===== config.mk =====
export PLATFORM = sky130hd
export DESIGN_NAME = qh_walker
export DESIGN_NICKNAME = d
export VERILOG_FILES = /design/src/rtl/qhw_pkg.sv /design/src/rtl/qhw_burst_rx.sv /design/src/rtl/qhw_req_mux.sv /design/src/rtl/qh_walker.sv
export SDC_FILE = /design/constraint.sdc
export NUM_CORES = 1
export LEC_CHECK = 0
export BUFFER_PORTS_ARGS = -buffer_cell sky130_fd_sc_hd__buf_2
export CORE_MARGIN = 1.5
export CORE_UTILIZATION = 56
export CTS_BUF_LIST = sky130_fd_sc_hd__clkbuf_16
export DETAILED_ROUTE_END_ITERATION = 8
export PLACE_DENSITY_LB_ADDON = 0.2
export SYNTH_ARGS = -nofsm -noshare
export SYNTH_HDL_FRONTEND = slang
export SYNTH_SLANG_ARGS = --single-unit

===== constraint.sdc =====
create_clock -name clk -period 3.55 [get_ports clk]
set_input_delay 0.355 -clock clk [delete_from_list [all_inputs] [get_ports clk]]
set_output_delay 0.355 -clock clk [all_outputs]
set_load 0.01 [all_outputs]

===== src/rtl/qhw_pkg.sv =====
package qhw_pkg;

    localparam int WORD_W     = 32;
    localparam int DESC_WORDS = 3;
    localparam int LEN_W      = 15;
    localparam int STAT_W     = 8;
    localparam int TERM_BIT   = 31;
    localparam int ACT_BIT    = 15;
    localparam int LEN_LSB    = 16;
    localparam int BLEN_W     = $clog2(DESC_WORDS + 1);

    localparam logic [STAT_W-1:0] ST_OVERSIZE = 8'h40;

    typedef enum logic [2:0] {
        S_IDLE,
        S_FETCH_NEXT,
        S_CHECK_ACTIVE,
        S_COPY_OVERLAY,
        S_EXECUTE,
        S_WRITEBACK
    } qstate_t;

    // word 0 (link) sits in the low bits
    typedef struct packed {
        logic [WORD_W-1:0] bptr;
        logic [WORD_W-1:0] tok;
        logic [WORD_W-1:0] nxt;
    } desc_t;

    function automatic logic ptr_term(input logic [WORD_W-1:0] w);
        return w[TERM_BIT];
    endfunction

    function automatic logic tok_active(input logic [WORD_W-1:0] w);
        return w[ACT_BIT];
    endfunction

    function automatic logic [LEN_W-1:0] tok_len(input logic [WORD_W-1:0] w);
        return w[LEN_LSB +: LEN_W];
    endfunction

    function automatic logic [WORD_W-1:0] mk_tok(input logic [LEN_W-1:0] len,
                                                 input logic [STAT_W-1:0] st);
        logic [WORD_W-1:0] t;
        t = '0;
        t[LEN_LSB +: LEN_W] = len;
        t[STAT_W-1:0]       = st;
        return t;
    endfunction

endpackage


===== src/rtl/qhw_burst_rx.sv =====
module qhw_burst_rx #(
    parameter int NWORDS = 3,
    parameter int WORD_W = 32,
    localparam int CNT_W = $clog2(NWORDS + 1)
) (
    input  logic                     clk,
    input  logic                     rst,
    input  logic                     clear,
    input  logic                     rvalid,
    input  logic [WORD_W-1:0]        rdata,
    output logic [NWORDS*WORD_W-1:0] words,
    output logic [CNT_W-1:0]         got
);

    always_ff @(posedge clk) begin
        if (rst || clear)
            got <= '0;
        else if (rvalid && got < CNT_W'(NWORDS))
            got <= got + 1'b1;
    end

    for (genvar g = 0; g < NWORDS; g++) begin : g_word
        always_ff @(posedge clk) begin
            if (rst)
                words[g*WORD_W +: WORD_W] <= '0;
            else if (!clear && rvalid && got == CNT_W'(g))
                words[g*WORD_W +: WORD_W] <= rdata;
        end
    end

endmodule


===== src/rtl/qhw_req_mux.sv =====
module qhw_req_mux #(
    parameter int ADDR_W = 16,
    parameter int WORD_W = 32,
    parameter int NWORDS = 3,
    localparam int BLEN_W = $clog2(NWORDS + 1)
) (
    input  logic              rd_go,
    input  logic              wr_go,
    input  logic              refresh,
    input  logic [ADDR_W-1:0] next_addr,
    input  logic [ADDR_W-1:0] cur_addr,
    input  logic [WORD_W-1:0] wb_word,
    output logic              req,
    output logic              we,
    output logic [ADDR_W-1:0] addr,
    output logic [BLEN_W-1:0] blen,
    output logic [WORD_W-1:0] wdata
);

    always_comb begin
        req   = rd_go || wr_go;
        we    = wr_go;
        wdata = wb_word;
        if (wr_go) begin
            addr = cur_addr + ADDR_W'(1);
            blen = BLEN_W'(1);
        end else if (refresh) begin
            addr = cur_addr;
            blen = BLEN_W'(1);
        end else begin
            addr = next_addr;
            blen = BLEN_W'(NWORDS);
        end
    end

endmodule


===== src/rtl/qh_walker.sv =====
module qh_walker
    import qhw_pkg::*;
#(
    parameter int ADDR_W    = 16,
    parameter int EP_W      = 16,
    parameter int MAX_BYTES = 20480
) (
    input  logic              clk,
    input  logic              rst,
    input  logic              head_load,
    input  logic [31:0]       head_ptr,
    input  logic [EP_W-1:0]   ep_info,
    input  logic              visit,
    output logic              visit_done,
    output logic              mem_req,
    input  logic              mem_ready,
    output logic              mem_we,
    output logic [ADDR_W-1:0] mem_addr,
    output logic [1:0]        mem_blen,
    output logic [31:0]       mem_wdata,
    input  logic              mem_rvalid,
    input  logic [31:0]       mem_rdata,
    output logic              exec_valid,
    output logic [EP_W-1:0]   exec_ep,
    output logic [14:0]       exec_bytes,
    output logic [31:0]       exec_bptr,
    input  logic              exec_done,
    input  logic [7:0]        exec_status,
    input  logic [14:0]       exec_left
);

    localparam logic [LEN_W-1:0] MAX_LEN = LEN_W'(MAX_BYTES);

    qstate_t             state;
    logic [WORD_W-1:0]   qh_next;
    logic [ADDR_W-1:0]   cur_addr;
    logic                have_cur, refresh, sent, done_r;
    logic [EP_W-1:0]     ep_r;
    logic [LEN_W-1:0]    ovl_len;
    logic [WORD_W-1:0]   ovl_bptr;
    logic [WORD_W-1:0]   wb_tok;

    logic [DESC_WORDS*WORD_W-1:0] rx_flat;
    logic [BLEN_W-1:0]            rx_got;
    desc_t                        rx_d;
    logic                         rx_clear, oversize;
    logic [BLEN_W-1:0]            need;
    logic                         walk_unused;

    assign rx_d     = rx_flat;
    assign rx_clear = (state == S_FETCH_NEXT) && !sent;
    assign need     = refresh ? BLEN_W'(1) : BLEN_W'(DESC_WORDS);
    assign oversize = tok_len(rx_d.tok) > MAX_LEN;
    assign walk_unused = ^{rx_flat, qh_next};

    qhw_burst_rx #(.NWORDS(DESC_WORDS), .WORD_W(WORD_W)) u_rx (
        .clk   (clk),
        .rst   (rst),
        .clear (rx_clear),
        .rvalid(mem_rvalid),
        .rdata (mem_rdata),
        .words (rx_flat),
        .got   (rx_got)
    );

    qhw_req_mux #(.ADDR_W(ADDR_W), .WORD_W(WORD_W), .NWORDS(DESC_WORDS)) u_mux (
        .rd_go    (rx_clear),
        .wr_go    (state == S_WRITEBACK),
        .refresh  (refresh),
        .next_addr(qh_next[ADDR_W-1:0]),
        .cur_addr (cur_addr),
        .wb_word  (wb_tok),
        .req      (mem_req),
        .we       (mem_we),
        .addr     (mem_addr),
        .blen     (mem_blen),
        .wdata    (mem_wdata)
    );

    always_ff @(posedge clk) begin
        if (rst) begin
            state    <= S_IDLE;
            qh_next  <= 32'h8000_0000;
            cur_addr <= '0;
            have_cur <= 1'b0;
            refresh  <= 1'b0;
            sent     <= 1'b0;
            done_r   <= 1'b0;
            ep_r     <= '0;
            ovl_len  <= '0;
            ovl_bptr <= '0;
            wb_tok   <= '0;
        end else begin
            done_r <= 1'b0;
            unique case (state)
                S_IDLE: begin
                    if (head_load) begin
                        qh_next  <= head_ptr;
                        ep_r     <= ep_info;
                        have_cur <= 1'b0;
                    end else if (visit) begin
                        if (ptr_term(qh_next) && !have_cur) begin
                            done_r <= 1'b1;
                        end else begin
                            state   <= S_FETCH_NEXT;
                            refresh <= ptr_term(qh_next);
                            sent    <= 1'b0;
                        end
                    end
                end
                S_FETCH_NEXT: begin
                    if (!sent) begin
                        if (mem_ready) sent <= 1'b1;
                    end else if (rx_got == need) begin
                        if (refresh) begin
                            qh_next <= rx_d.nxt;
                            refresh <= 1'b0;
                            sent    <= 1'b0;
                            if (ptr_term(rx_d.nxt)) begin
                                state  <= S_IDLE;
                                done_r <= 1'b1;
                            end
                        end else begin
                            state <= S_CHECK_ACTIVE;
                        end
                    end
                end
                S_CHECK_ACTIVE: begin
                    if (tok_active(rx_d.tok)) begin
                        state <= S_COPY_OVERLAY;
                    end else begin
                        state  <= S_IDLE;
                        done_r <= 1'b1;
                    end
                end
                S_COPY_OVERLAY: begin
                    ovl_len  <= tok_len(rx_d.tok);
                    ovl_bptr <= rx_d.bptr;
                    cur_addr <= qh_next[ADDR_W-1:0];
                    have_cur <= 1'b1;
                    qh_next  <= rx_d.nxt;
                    if (oversize) begin
                        wb_tok <= mk_tok(tok_len(rx_d.tok), ST_OVERSIZE);
                        state  <= S_WRITEBACK;
                    end else begin
                        state  <= S_EXECUTE;
                    end
                end
                S_EXECUTE: begin
                    if (exec_done) begin
                        wb_tok <= mk_tok(exec_left, exec_status);
                        state  <= S_WRITEBACK;
                    end
                end
                S_WRITEBACK: begin
                    if (mem_ready) begin
                        state  <= S_IDLE;
                        done_r <= 1'b1;
                    end
                end
                default: state <= S_IDLE;
            endcase
        end
    end

    assign visit_done = done_r;
    assign exec_valid = (state == S_EXECUTE);
    assign exec_ep    = ep_r;
    assign exec_bytes = ovl_len;
    assign exec_bptr  = ovl_bptr;

    // ---- assertions ----
    p_exec_bounded_r8: assert property (@(posedge clk) disable iff (rst)
        exec_valid |-> exec_bytes <= MAX_LEN);

    p_wb_clears_active_r6: assert property (@(posedge clk) disable iff (rst)
        (mem_req && mem_we) |-> !mem_wdata[ACT_BIT]);

    p_req_hold_r9: assert property (@(posedge clk) disable iff (rst)
        (mem_req && !mem_ready) |=> (mem_req && $stable(mem_addr) && $stable(mem_we)));

    p_read_len_r3: assert property (@(posedge clk) disable iff (rst)
        (mem_req && !mem_we) |-> (mem_blen == 2'd1 || mem_blen == 2'(DESC_WORDS)));

    p_no_req_while_exec_r5: assert property (@(posedge clk) disable iff (rst)
        exec_valid |-> !mem_req);

    p_done_single_r6: assert property (@(posedge clk) disable iff (rst)
        visit_done |=> !visit_done);

endmodule


* After elaboration in Yosys (flattened, before gate mapping)
Index checks and enable logic that the tools add are counted.
** Storage, ports and cells
- Register bits after elaboration :: 247
- Input port bits :: 110
** Cells by class
- $add $sub $neg :: 2
- Order comparisons :: 2
- Equality and inequality tests :: 19
- Muxes and demuxes :: 49
- Reduce and logical (&&, ||, !) cells :: 25
** Operators by type and width (number)
- 32-bit two-way mux :: 6
- 32-bit case mux with 3 select lines :: 1
- 32-bit case mux with 2 select lines :: 1
- 16-bit two-way mux :: 2
- 3-bit two-way mux :: 9
- 1-bit two-way mux :: 22
- 3-bit case mux with 6 select lines :: 1
- 16-bit by 1-bit adder with 16-bit output, second input constant :: 1
- 2-bit != test, second input constant :: 8
- 15-bit greater-than comparator, second input constant :: 1
- 8-bit AND reduction :: 1
- 1-bit logical AND :: 7
- 3-bit by 2-bit equality test with 1-bit output, second input constant :: 2
- 3-bit equality test, second input constant :: 2
- 2-bit two-way mux :: 3
- 1-bit case mux with 2 select lines :: 3
- 6-bit AND reduction :: 1
- 2-bit nonzero test :: 3
- 5-bit AND reduction :: 1
- 2-bit by 1-bit != test with 1-bit output, second input constant :: 2
- 1-bit case mux with 4 select lines :: 1
- 2-bit AND reduction :: 2
- 4-bit AND reduction :: 1
- 3-bit by 1-bit equality test with 1-bit output, second input constant :: 1
- other kinds (12) :: 15

* Longest topological paths before layout
Gate-level depths: netlist of the first run.
- Depth after elaboration :: 6
- Depth in mapped cells :: 8

* Hierarchy
From an unflattened synthesis of the first run, not the netlist that was laid out.
** Unflattened totals
- Cells, all modules :: 1186
- Area total of the unflattened synthesis :: 9784.4 µm²
** By module, submodules not included
- qh_walker :: times used 1, cells an instance 618, area each 5313.8 µm², seq. area each 2522.4 µm²
- qhw_burst_rx :: times used 1, cells an instance 435, area each 3595.9 µm², seq. area each 1961.9 µm²
- qhw_req_mux :: times used 1, cells an instance 133, area each 874.6 µm², seq. area each 0.0 µm²

* Worst setup path before layout of the first run
Ideal clock, no wire load.
- Kind :: register -> output
- Start point :: reg cur_addr[0]
- End point :: out mem_addr[14]
- Data arrival time :: 1.821 ns
- Path slack :: 1.374 ns
- Stages on the path, launching flop included :: 7
- Buffers on the path :: 0
- Cells stage by stage :: dfxtp_1 > ha_1 > and4_1 > nand4_1 > nor3_1 > a211oi_1 > a311oi_1
** On the way
- Word-level cells in the longest chain between the ends :: 2
** Ends and longest elaborated chain
- start: declaration :: RTL line qh_walker.sv:36 : logic [ADDR_W-1:0] cur_addr;
- start signal: assignment :: RTL line qh_walker.sv:139 : cur_addr <= qh_next[ADDR_W-1:0];
- 16-bit by 1-bit adder with 16-bit output :: RTL line qhw_req_mux.sv:25 : addr = cur_addr + ADDR_W'(1);
- 16-bit two-way mux :: RTL line qhw_req_mux.sv:24 : if (wr_go) begin
- end: declaration :: RTL line qh_walker.sv:18 : output logic [ADDR_W-1:0] mem_addr,
Every way passes these cells.

* Worst setup path after layout of the first run
- Start point :: reg state[0]
- End point :: out mem_addr[11]
** On the way
- Word-level cells in the longest chain between the ends :: 2
** Ends and longest elaborated chain
- start: declaration :: RTL line qh_walker.sv:34 : qstate_t state;
- start signal: assignment :: RTL line qh_walker.sv:82 : state <= S_IDLE;
- start signal: assignment :: RTL line qh_walker.sv:105 : state <= S_FETCH_NEXT;
- start signal: assignment :: RTL line qh_walker.sv:120 : state <= S_IDLE;
- 3-bit equality test :: RTL line qh_walker.sv:68 : .wr_go (state == S_WRITEBACK),
- 16-bit two-way mux :: RTL line qhw_req_mux.sv:24
Every way passes these cells.

==> run metrics, run 1 <==
status=completed; Min-Delay Path Depth=3; die width=122 µm; post-route ant nets=0; Pleak=3.89 nW; routed wire length=19.7 mm; Setup CP Type=reg -> out; GRT overflow=0; Inst Count DP=1317; initial antenna violation count=3; Clk pwr share=43.4%; Worst Tran Pin Value=1.19 ns; net switching fraction of the power=22.8%; main flop type after synthesis=dfxtp_1; pin count of the biggest net entering global routing=134; fin cells=1351; I/O pins=227; clock tree sinks=193; Clk Latency, worst-skew pair=0.43 ns; Worst Path Required=3.19 ns; number of buffers created by CTS=17; CTS tree=yes; Async SR Flop Fraction=0%; H-Tree Depth=4; Crit Path Max Fanout=17; Area Growth Syn to Fin=20.2%; CP arrival=2.77 ns; Pre-antenna DRT Iters=4; Cell Area, Placed=0.00890 mm²; worst hold path type=in -> reg; number of synthesized register bits=193; Starting Density=57.3%; gate count after technology mapping=1003; RSZ-0062 raised after global routing=no; DIE HEIGHT=122 µm; Largest stage delay, worst path=0.64 ns; Initial DRC Count=592; setup violators final=0; R2R depth=6; max_cap viols=0; fin area=0.00953 mm²; DR vias/cell=5.38; CP Capture Type=output pin; final setup skew=0.00965 ns; clk root buf=clkbuf_16; Avg Inst Size Synth=7.90 µm²; Max Slew Vio Count=0; synth warn=0; core area=0.0138 mm²; proportion of layout cells with a drive suffix above 1=21.5%; Setup Fix Bufs, Post-CTS=0; Hold-fix buffers, CTS=0; Seq pwr share=48.9%; Worst-path clk slew=0.06 ns; Max VDD drop=0.352 mV; final hold vios=0; Gate power share=7.7%; Setup WS post-layout=0.430 ns; PortBufs=201; DRC=0; Distinct cells, synth=51; post_cts resized=0; critical path's slowest cell=dfxtp_1; Avg WL per Cell=14.6 µm; nets@finish=1271; Pwr Density=491 mW/mm²; Fill cells=1171; global-route wire length before repair=31.4 mm; Final Cycle Share=87.9%; sequential element share of the synthesized area=48.7%; Tot GR Track Use=26.5%; vias in the first global route=6472; Final Wtd Congestion=0.843; Period minus WS final=3.12 ns; Pwr Total=4.68 mW; Switch Pwr=1.07 mW; DR vias=7270; internal power=3.61 mW; Place WS=0.899 ns; WHS=0.165 ns; FP Rows=43; Mapped Area=0.00793 mm²; Slew headroom=21.0%; HPWL after detailed placement=13.3 mm; Startpoint Class=flip-flop; number of flops mapped to enable cells by yosys=0; Max Buffers Root-to-Sink=2; Setup TNS Final=0 ns; Max Freq=320 MHz; DIE AREA=0.0149 mm²; critical-path cell list=nand3b_1 > buf_4 > inv_1 > nand3_1 > nor3_2 > a21oi_1 > a211o_1 > buf_2; post-route core utilization=68.9%
## layout make-up
class	instances	area [µm²]	area share, %
Clock buffer	17	425	4.46
Tap cell	180	225	2.36
Antenna cell	3	7.51	0.0788
Multi-Input combinational cell	727	3690	38.7
Sequential cell	193	3860	40.6
Clock inverter	14	198	2.07
Inverter	6	22.5	0.236
Timing Repair Buffer	211	1100	11.5
## per-layer routing
layer  global-route usage, %  part of all wire, %  vias up
li1                        -                    -     3688
met3                    6.37                  5.6       30
met1                    35.3                   46     3347
met5                       0                    0        -
met2                    41.4                   46      205
met4                    10.9                  1.9        0
## final timing paths
check / from / end / slack (ns)
setup / recovery: state[0] / mem_addr[11] / 0.43
hold / removal: ep_info[6] / exec_ep[6] / 0.16
setup reg to reg: state[2] / wb_tok[16] / 1.09
hold reg to reg: exec_ep[1] / exec_ep[1] / 0.45
## kinds of logic after synthesis
family,after synthesis,share of synthesized area [%]
adders and majority gates,5,0.789
muxes,35,4.44
and+or+nand+nor,441,23.6
buffers and inverters,91,5.32
DFF,193,48.7
other,2,0.0947
xor gates and xnor gates,1,0.111
AOI/OAI and AO/OA,235,17.0
## registers in the layout, indices dropped and copies added (netlist names)
signal      count
state           3
refresh         1
have_cur        1
exec_bytes     15
u_rx.got        2
qh_next        17
u_rx.words     65
wb_tok         23
cur_addr       16
sent            1
exec_bptr      32
exec_ep        16
visit_done      1
## cells in the final DEF, fill, tap and decap left out, types with 4 or more instances in the layout
cell type | synthesis | layout
a21oi_1 | 167 | 167
bufinv_16 | 0 | 5
nor2_1 | 56 | 55
nand2b_1 | 10 | 10
inv_1 | 5 | 8
nand4_1 | 4 | 4
conb_1 | 2 | 10
and2_1 | 5 | 5
ha_1 | 5 | 5
buf_4 | 13 | 9
nor3_1 | 10 | 10
nand3_1 | 40 | 40
mux2i_1 | 34 | 34
a211oi_1 | 38 | 38
clkbuf_16 | 0 | 17
buf_2 | 24 | 200
dfxtp_1 | 193 | 193
o21ai_0 | 6 | 6
nand2_1 | 290 | 290
## power by group through the flow
stage | logic [mW] | registers (mW) | clock network (mW)
after floorplan | 0.236 | 2.32 | 0
after global placement | 0.355 | 2.33 | 0
after detailed placement | 0.359 | 2.33 | 0
after CTS | 0.362 | 2.28 | 2.06
after global routing | 0.405 | 2.29 | 2.15
final | 0.361 | 2.29 | 2.03
## cell usage after synthesis, types with 2 or more instances
cell type / count / area, µm²
a211oi_1: 38 / 285
a311oi_1: 3 / 26.3
buf_2: 24 / 120
nor4_1: 2 / 12.5
buf_1: 5 / 18.8
mux2i_1: 34 / 340
and4_1: 2 / 17.5
nor3_1: 10 / 50.1
nand2b_1: 10 / 62.6
nand3_1: 40 / 200
clkbuf_1: 42 / 158
o211ai_1: 3 / 22.5
and3b_1: 2 / 17.5
o21ai_0: 6 / 30.0
and2_1: 5 / 31.3
conb_1: 2 / 7.51
nor2b_1: 3 / 18.8
nand2_1: 290 / 1090
a31o_2: 2 / 17.5
a211o_1: 2 / 17.5
nand3b_1: 3 / 22.5
and3_1: 3 / 18.8
inv_1: 5 / 18.8
or2_2: 3 / 18.8
or4_1: 2 / 15.0
nor2_1: 56 / 210
o22ai_1: 3 / 18.8
dfxtp_1: 193 / 3860
a21oi_1: 167 / 836
nand4_1: 4 / 25.0
o21a_1: 3 / 22.5
ha_1: 5 / 62.6
buf_4: 13 / 97.6
## critical path, delay by kind of cell, from the launching register on
| kind | cells | cell delay, ns |
|---|---|---|
| AND/OR/NAND/NOR | 3 | 0.70 |
| AO/OA/AOI/OAI | 2 | 0.40 |
| flip-flops | 1 | 0.64 |
| buffers and inverters | 3 | 0.61 |
(Power assumes the default switching activity.)
==> run 2, diff against run 1 <==
CORE_UTILIZATION = 59   (was 56)
SYNTH_HIERARCHICAL = 1   (was not set)
==> run 2 against run 1 <==
- combinational power up 1%
- critical path depth decreased by 2
- sequential share of layout area down 1.3 points
- utilization fell by 0.89 points
- synthesized cell count rose by 5.4%
- critical endpoint unchanged
- largest cell class is now multi-input combinational cells
- highest routed layer unchanged
==> run metrics, run 2 <==
setup violators final=0 (unchanged); Seq pwr share=52.1% (+3.2 points); H-Tree Depth=4 (unchanged); HPWL after detailed placement=13.8 mm (+3.5%); Gate power share=8.3% (+0.6 points); Top reg by flops=u_rx/words; max_cap viols=0 (unchanged); post_cts resized=0 (unchanged); Tot GR Track Use=26.4% (-0.11 points); CP arrival=2.65 ns (-0.12 ns); Critical R2R Launch=state[0]; status=completed; Setup Fix Bufs, Post-CTS=0 (unchanged); routed wire length=20.5 mm (+4.2%); RSZ-0062 raised after global routing=no; clock tree sinks=193 (unchanged); PortBufs=201 (unchanged); Place WS=1.00 ns (+0.104 ns); internal power=3.33 mW (-7.8%); Final Wtd Congestion=0.839 (-0.50%); I/O pins=227 (unchanged); Worst Path Required=3.19 ns (about the same); Startpoint Class=flip-flop; net switching fraction of the power=24.3% (+1.5 points); DIE HEIGHT=124 µm (+2.0%); Pleak=3.92 nW (+0.57%); number of buffers created by CTS=17 (unchanged); CP Capture Type=output pin; Clk pwr share=39.6% (-3.8 points); Setup WS post-layout=0.541 ns (+0.111 ns); Switch Pwr=1.07 mW (about the same); Hold-fix buffers, CTS=0 (unchanged); R2R depth=4 (-2); Initial DRC Count=479 (-19%); DR vias=7497 (+3.1%); final hold vios=0 (unchanged); reg2reg setup slack=1.04 ns (-0.05 ns); CP top delay family=flip-flops; Avg Inst Size Synth=8.23 µm² (+4.1%); GR Util met3=5.11% (-1.3 points); Avg WL per Cell=15.0 µm (+2.7%); Worst-path clk slew=0.07 ns (about the same); GRT overflow=0 (unchanged); initial antenna violation count=1 (-2); DIE AREA=0.0155 mm² (+4.0%); gate count after technology mapping=1057 (+5.4%); Crit Path Max Fanout=23 (+6); pin count of the biggest net entering global routing=110 (-18%); Hold Crit Start=ep_info[1]; Max Buffers Root-to-Sink=2 (unchanged); DR vias/cell=5.46 (+1.5%); Period minus WS final=3.01 ns (-0.111 ns); Max Slew Vio Count=0 (unchanged); Clk Latency, worst-skew pair=0.42 ns (about the same); Starting Density=60.1% (+2.7 points); Fill cells=1276 (+9.0%); CP bufs+invs=2 (-1); DRC=0 (unchanged); Min-Delay Path Depth=3 (unchanged); vias in the first global route=6678 (+3.2%); Max Freq=332 MHz (+3.7%); critical-path cell list=and2_1 > or2_2 > inv_1 > a311o_1 > o211a_1 > buf_2; commonest non-fill, non-tap cells in the layout=nand2_1 (304), buf_2 (200), dfxtp_1 (193), a21oi_1 (168), mux2i_1 (41); Max VDD drop=0.301 mV (-15%); Slew headroom=31.9% (+11 points); Pre-antenna DRT Iters=7 (+3); CTS tree=yes; FP Rows=44 (+2.3%); Largest stage delay, worst path=0.89 ns (+0.25 ns); met2 GRT Util=39.9% (-1.4 points); Final Cycle Share=84.8% (-3.1 points); Worst Tran Pin Value=1.02 ns (-0.163 ns); Levels on crit path=6 (-2); synth warn=6 (+6); nets@finish=1291 (+1.6%); global-route wire length before repair=33.7 mm (+7.4%); core area=0.0145 mm² (+4.7%); die width=124 µm (+2.0%); worst hold path type=in -> reg; M1 GR Usage=37.3% (+2.0 points); Pwr Density=446 mW/mm² (-9.1%); Setup TNS Final=0 ns (unchanged); Mapped Area=0.00869 mm² (+9.7%); Sequential cell area=0.00386 mm² (unchanged); Largest register FFs=65 (unchanged); commonest non-fill, non-tap cell in the layout=nand2_1; grt peak-use layer=met2; Area Growth Syn to Fin=13.3%; clk root buf=clkbuf_16; final setup skew=0.00645 ns (-0.00319 ns); Setup CP Type=reg -> out; multi-input logic area=0.00408 mm² (+11%); proportion of layout cells with a drive suffix above 1=23.7% (+2.2 points); critical path's slowest cell=dfxtp_1; post-route ant nets=0 (unchanged); Worst setup startpoint=state[0]
-- run 2: worst paths after layout --
check                      end
hold / removal      exec_ep[1]
hold reg to reg   exec_bptr[1]
setup / recovery  mem_addr[11]
setup reg to reg    qh_next[4]
-- run 2: routing by layer --
layer	part of all wire, %	wire length [µm]	up-vias
li1	-	-	3789
met1	47	9700	3434
met2	44	9140	238
met3	5.9	1210	36
met4	2.4	492	0
met5	0	0	-
-- run 2: area by class of cell --
type	instances	share of cell area, %
well taps	184	2.34
multi-input cells	745	41.4
flip-flops and latches	193	39.2
repair buffers	213	11.4
clock inverters	13	1.00
inverters	6	0.229
diodes	1	0.0254
clock buffers	17	4.32
-- run 2: worst reg2reg max path, delay by kind of cell, from the launching register on --
| kind | cells | cell delay, ns |
|---|---|---|
| AOI/OAI and AO/OA | 1 | 0.14 |
| muxes | 1 | 0.28 |
| and+or+nand+nor | 2 | 1.13 |
| DFF | 1 | 0.89 |
-- run 2: power groups by stage --
stage               registers [mW]  logic [mW]  clock network [mW]
finish                        2.29       0.365                1.74
global route                  2.30       0.408                1.85
CTS                           2.29       0.366                1.76
detailed placement            2.34       0.364                   0
global placement              2.34       0.359                   0
floorplan                     2.32       0.267                   0
-- run 2: through the flow --
step / hold WS, ns / area (µm²) / util [%] / std cells / total power [mW]
2_1_floorplan: 0.432 / 8720 / - / 1065 / 2.59
3_3_place_gp: 0.439 / 9320 / 64.4 / 1341 / 2.70
3_5_place_dp: 0.443 / 9320 / 64.4 / 1341 / 2.70
4_1_cts: 0.148 / 9850 / 68.0 / 1371 / 4.42
5_1_grt: 0.158 / 9850 / 68.0 / 1372 / 4.56
6_report: 0.163 / 9850 / 68.0 / 1372 / 4.39
